==> config.mk <==
export PLATFORM = sky130hd
export DESIGN_NAME = agc_step_ctrl
export DESIGN_NICKNAME = d
export VERILOG_FILES = /design/src/rtl/agc_pkg.sv /design/src/rtl/agc_mode_decode.sv /design/src/rtl/agc_prescaler.sv /design/src/rtl/agc_gain_track.sv /design/src/rtl/agc_step_ctrl.sv
export SDC_FILE = /design/constraint.sdc
export NUM_CORES = 1
export LEC_CHECK = 0
export ABC_AREA = 1
export BUFFER_PORTS_ARGS = -buffer_cell sky130_fd_sc_hd__buf_2
export CAP_MARGIN = 20
export CELL_PAD_IN_SITES_DETAIL_PLACEMENT = 0
export CELL_PAD_IN_SITES_GLOBAL_PLACEMENT = 1
export CORE_UTILIZATION = 30
export DETAILED_ROUTE_END_ITERATION = 8
export PLACE_DENSITY_LB_ADDON = 0.1
export SYNTH_ARGS = -nofsm -noshare
export SYNTH_HDL_FRONTEND = slang
export SYNTH_HIERARCHICAL = 1
export SYNTH_SLANG_ARGS = --single-unit
==> constraint.sdc <==
create_clock -name clk -period 1.9 [get_ports clk]
set_input_delay 0.19 -clock clk [delete_from_list [all_inputs] [get_ports clk]]
set_output_delay 0.19 -clock clk [all_outputs]
set_load 0.01 [all_outputs]
==> src/rtl/agc_pkg.sv <==
package agc_pkg;

  typedef enum logic [1:0] {
    SRC_SERVO_PRE = 2'b00,
    SRC_DATA_PRE  = 2'b01,
    SRC_BIAS_M10  = 2'b10,
    SRC_BIAS_M4   = 2'b11
  } agc_src_e;

  typedef struct packed {
    logic fixed;
    logic servo;
    logic freeze;
    logic run;
  } agc_mode_t;

endpackage

==> src/rtl/agc_mode_decode.sv <==
module agc_mode_decode
  import agc_pkg::*;
(
  input  logic      hold_n,
  input  logic      write_active,
  input  logic      cfg_hold_mode,
  input  logic      cfg_fixed,
  input  logic [1:0] cfg_src,
  output agc_mode_t mode,
  output agc_src_e  src
);

  logic hold_low;
  assign hold_low = ~hold_n;

  always_comb begin
    mode.fixed  = cfg_fixed;
    mode.servo  = cfg_hold_mode & hold_low;
    mode.freeze = (~cfg_hold_mode & hold_low) | write_active;
    mode.run    = ~mode.fixed & ~mode.servo & ~mode.freeze;
  end

  always_comb begin
    if (mode.servo) src = SRC_SERVO_PRE;
    else            src = agc_src_e'(cfg_src);
  end

endmodule

==> src/rtl/agc_prescaler.sv <==
module agc_prescaler #(
  parameter int TICKS = 320
) (
  input  logic clk,
  input  logic rst_n,
  input  logic req,
  output logic tick
);

  localparam int CW = (TICKS > 2) ? $clog2(TICKS) : 1;
  localparam logic [CW-1:0] LAST = CW'(TICKS - 1);

  logic [CW-1:0] cnt;

  assign tick = req && (cnt == LAST);

  always_ff @(posedge clk or negedge rst_n) begin
    if (!rst_n)    cnt <= '0;
    else if (!req) cnt <= '0;
    else if (tick) cnt <= '0;
    else           cnt <= cnt + 1'b1;
  end

endmodule

==> src/rtl/agc_gain_track.sv <==
module agc_gain_track #(
  parameter int GAIN_W = 4
) (
  input  logic              clk,
  input  logic              rst_n,
  input  logic              up_tick,
  input  logic              dn_tick,
  output logic [GAIN_W-1:0] gain
);

  localparam logic [GAIN_W-1:0] GMAX = '1;

  function automatic logic [GAIN_W-1:0] sat_up(input logic [GAIN_W-1:0] g);
    return (g == GMAX) ? g : g + 1'b1;
  endfunction

  function automatic logic [GAIN_W-1:0] sat_down(input logic [GAIN_W-1:0] g);
    return (g == '0) ? g : g - 1'b1;
  endfunction

  always_ff @(posedge clk or negedge rst_n) begin
    if (!rst_n)       gain <= '0;
    else if (dn_tick) gain <= sat_down(gain);
    else if (up_tick) gain <= sat_up(gain);
  end

endmodule

==> src/rtl/agc_step_ctrl.sv <==
module agc_step_ctrl
  import agc_pkg::*;
#(
  parameter int GAIN_W     = 4,
  parameter int UP_TICKS   = 16000,
  parameter int DOWN_TICKS = 320
) (
  input  logic              clk,
  input  logic              rst_n,
  input  logic              too_small,
  input  logic              too_large,
  input  logic              hold_n,
  input  logic              write_active,
  input  logic              cfg_hold_mode,
  input  logic              cfg_fixed,
  input  logic [GAIN_W-1:0] cfg_gain,
  input  logic [1:0]        cfg_src,
  output logic [GAIN_W-1:0] gain_out,
  output logic              dir_flag,
  output logic [1:0]        src_sel
);

  localparam logic [GAIN_W-1:0] GMAX = '1;

  agc_mode_t         mode;
  agc_src_e          src;
  logic              servo_on;
  logic              loop_run;
  logic              up_req;
  logic              dn_req;
  logic              up_tick;
  logic              dn_tick;
  logic [GAIN_W-1:0] loop_gain;

  function automatic logic [GAIN_W-1:0] pick_gain(
    input agc_mode_t         m,
    input logic [GAIN_W-1:0] fixed_val,
    input logic [GAIN_W-1:0] loop_val
  );
    if (m.fixed)      return fixed_val;
    else if (m.servo) return GMAX;
    else              return loop_val;
  endfunction

  agc_mode_decode u_mode (
    .hold_n       (hold_n),
    .write_active (write_active),
    .cfg_hold_mode(cfg_hold_mode),
    .cfg_fixed    (cfg_fixed),
    .cfg_src      (cfg_src),
    .mode         (mode),
    .src          (src)
  );

  assign servo_on = mode.servo;
  assign loop_run = mode.run;
  assign dn_req   = loop_run & too_large;
  assign up_req   = loop_run & too_small & ~too_large;

  agc_prescaler #(.TICKS(UP_TICKS)) u_up_pre (
    .clk  (clk),
    .rst_n(rst_n),
    .req  (up_req),
    .tick (up_tick)
  );

  agc_prescaler #(.TICKS(DOWN_TICKS)) u_dn_pre (
    .clk  (clk),
    .rst_n(rst_n),
    .req  (dn_req),
    .tick (dn_tick)
  );

  agc_gain_track #(.GAIN_W(GAIN_W)) u_gain (
    .clk    (clk),
    .rst_n  (rst_n),
    .up_tick(up_tick),
    .dn_tick(dn_tick),
    .gain   (loop_gain)
  );

  always_ff @(posedge clk or negedge rst_n) begin
    if (!rst_n) dir_flag <= 1'b0;
    else        dir_flag <= too_large;
  end

  assign gain_out = pick_gain(mode, cfg_gain, loop_gain);
  assign src_sel  = src;

endmodule

==> out/metrics.cfg <==
[global_route]
grt_max_degree=29
grt_usage_pct=13.69
grt-ovfl-total=0
first_global_vias=1426
antenna_found_initial=0
grt_pass1_wl_um=6548

[worst_setup_path]
start_kind=flip-flop
crit_arrival_ns=1.96
critPathMaxFanout=4
required_ns=2.07
critPathSlowestCell=fa_2
cp-end-kind=flip-flop
worstPathCellList=ha_2 > nand3_4 > nor2_4 > nand2_2 > inv_2 > inv_2 > fa_2 > nand3b_1 > nand2_1
crit_top_cell=inv_2
crit_type=flip-flop to flip-flop
r2r_setup_slack_ns=0.11
cpPeakStageDelay_ns=0.54

[floorplan]
rows=27
die_h_um=77.54
dieArea_um2=6012
die-width_um=77.54
ios=21
core_um2=5507
start_util_pct=31.08

[finish]
syn_to_final_growth_pct=23.98
diodes=0
drive_above_1_share_pct=26.18
fin_nets=295

[clock_network]
cts_tree=yes
clock-root-buffer=clkbuf_8
numCtsBuffers=3
clkTransAtPathRegs_ns=0.09
cts_max_level=1
cts_sinks=28
clk_latency_ns=0.28
clk_path_buf_depth=2

[pwr]
p_leak_nw=1.006
p_sw_share_pct=22.53
pwr-share-clk_pct=36.2
p_int_w=0.0008129
irDropWorstVdd_v=0.0003017
p_comb_share_pct=6.8
power_density_nw_per_um2=494.4
p_total_w=0.001049
p_seq_share_pct=57.0
switchingPower_w=0.0002364

[routing]
ant_nets=0
wl_per_cell_um=10.42
drt_drc_violations_left=0
vias_per_cell=4.256
vias=1477
drt_wl_total_um=3617
firstDrtPassIters=4
drt_iter0_markers=57

[sta]
setup_viol=0
fmax_mhz=557.6
worst_pin_slew_ns=0.6582
rsz0062_at_grt=true
slew_headroom_pct=56.12
period_share_pct=94.39
setup_ws_ns=0.1065
hold_violations=0
clock_skew_ns=0.01022
min_period_ns=1.793
fin_hold_ws_ns=0.06253
slew_viol_final=0

[logic_synthesis]
synth_fp_nets=252
synthCells=233
ys_warn_count=6
avgSynthCellArea_um2=7.346
syn-cell-area_um2=1712

[job]
drv_cap=0

[placed_design]
io_buffers=20
pre_cts_ws_ns=0.02514
gp_congestion=0.7481
dp_hpwl_um=2801

[min_path]
hp-class=input pin to flip-flop

[run_status]
status=finished, final reports clean

critical path: cells and delay by family (launching register included):
| family | cells | cell delay (ns) |
|---|---|---|
| DFF | 1 | 0.36 |
| adders and majority gates | 2 | 0.75 |
| buffers and inverters | 2 | 0.13 |
| and+or+nand+nor | 5 | 0.43 |
timing repair:
item	CTS	global route
endpoints found under the setup margin	0	3
hold endpoints to repair	28	0
resized for setup	0	9
hold buffers	1	0
buffers inserted	0	3
metal layers:
| metal | routed length, um | share of wire, % | track usage [%] |
|---|---|---|---|
| met1 | 1912 | 53 | 19.53 |
| met2 | 1612 | 45 | 20.97 |
| met3 | 60 | 1.7 | 2.471 |
| met4 | 31 | 0.86 | 3.962 |
| met5 | 0 | 0 | 0 |
power groups by stage:
stage               sequential [W]  clock (W)  combinational (W)
global route              0.000599   0.000430          0.0000828
floorplan                 0.000611          0          0.0000256
CTS                       0.000598   0.000397          0.0000733
detailed placement        0.000610          0          0.0000716
finish                    0.000598   0.000379          0.0000715
global placement          0.000610          0          0.0000720
area by class of cell:
type,instances,area [um2]
clock buffer,4,55.05
fill,597,3385
inverter,34,127.6
multi-input combinational,170,903.4
sequential,28,700.7
tap,72,90.09
timing repair buffer,39,245.2
flip-flops by register name (all words and copies together), names as in the netlist:
name	flops
u_up_pre/cnt	14
u_dn_pre/cnt	9
u_gain/gain	4
dir_flag	1
layout by cell type (no fill, tap or decap), drive strengths merged:
master       instances
xnor2                3
nor3b                1
nor2                44
ha                   4
clkbuf               4
o21ai                6
inv                 34
nand3b               1
xor2                 5
or2                  1
dlygate4sd3          1
fa                   1
nand3               16
nand2               76
a21oi                3
o21bai               1
dfrtp               28
nand4                5
nor3                 3
buf                 38
worst paths after layout:
check	from	endpoint	depth (start not counted)
hold reg to reg	u_up_pre/cnt[0]$_DFF_PN0_	u_up_pre/cnt[0]$_DFF_PN0_	1
min in group asynchronous	rst_n	u_up_pre/cnt[6]$_DFF_PN0_	2
setup reg to reg	u_dn_pre/cnt[1]$_DFF_PN0_	u_gain/gain[1]$_DFFE_PN0P_	9
max in group asynchronous	rst_n	u_gain/gain[3]$_DFFE_PN0P_	2
hold / removal	too_large	dir_flag$_DFF_PN0_	1
setup / recovery	u_dn_pre/cnt[1]$_DFF_PN0_	u_gain/gain[1]$_DFFE_PN0P_	9
per-stage QoR:
| step | area, um2 | TNS [ns] | std cells | utilization, % |
|---|---|---|---|---|
| floorplan | 1712 | 0 | 233 | - |
| CTS | 2072 | 0 | 344 | 37.63 |
| global route | 2122 | -0.01833 | 347 | 38.54 |
| global placement | 2007 | 0 | 339 | 36.45 |
| finish | 2122 | 0 | 347 | 38.54 |
| detailed placement | 2007 | 0 | 339 | 36.45 |
Note: power is estimated with default switching activity, not from simulation.
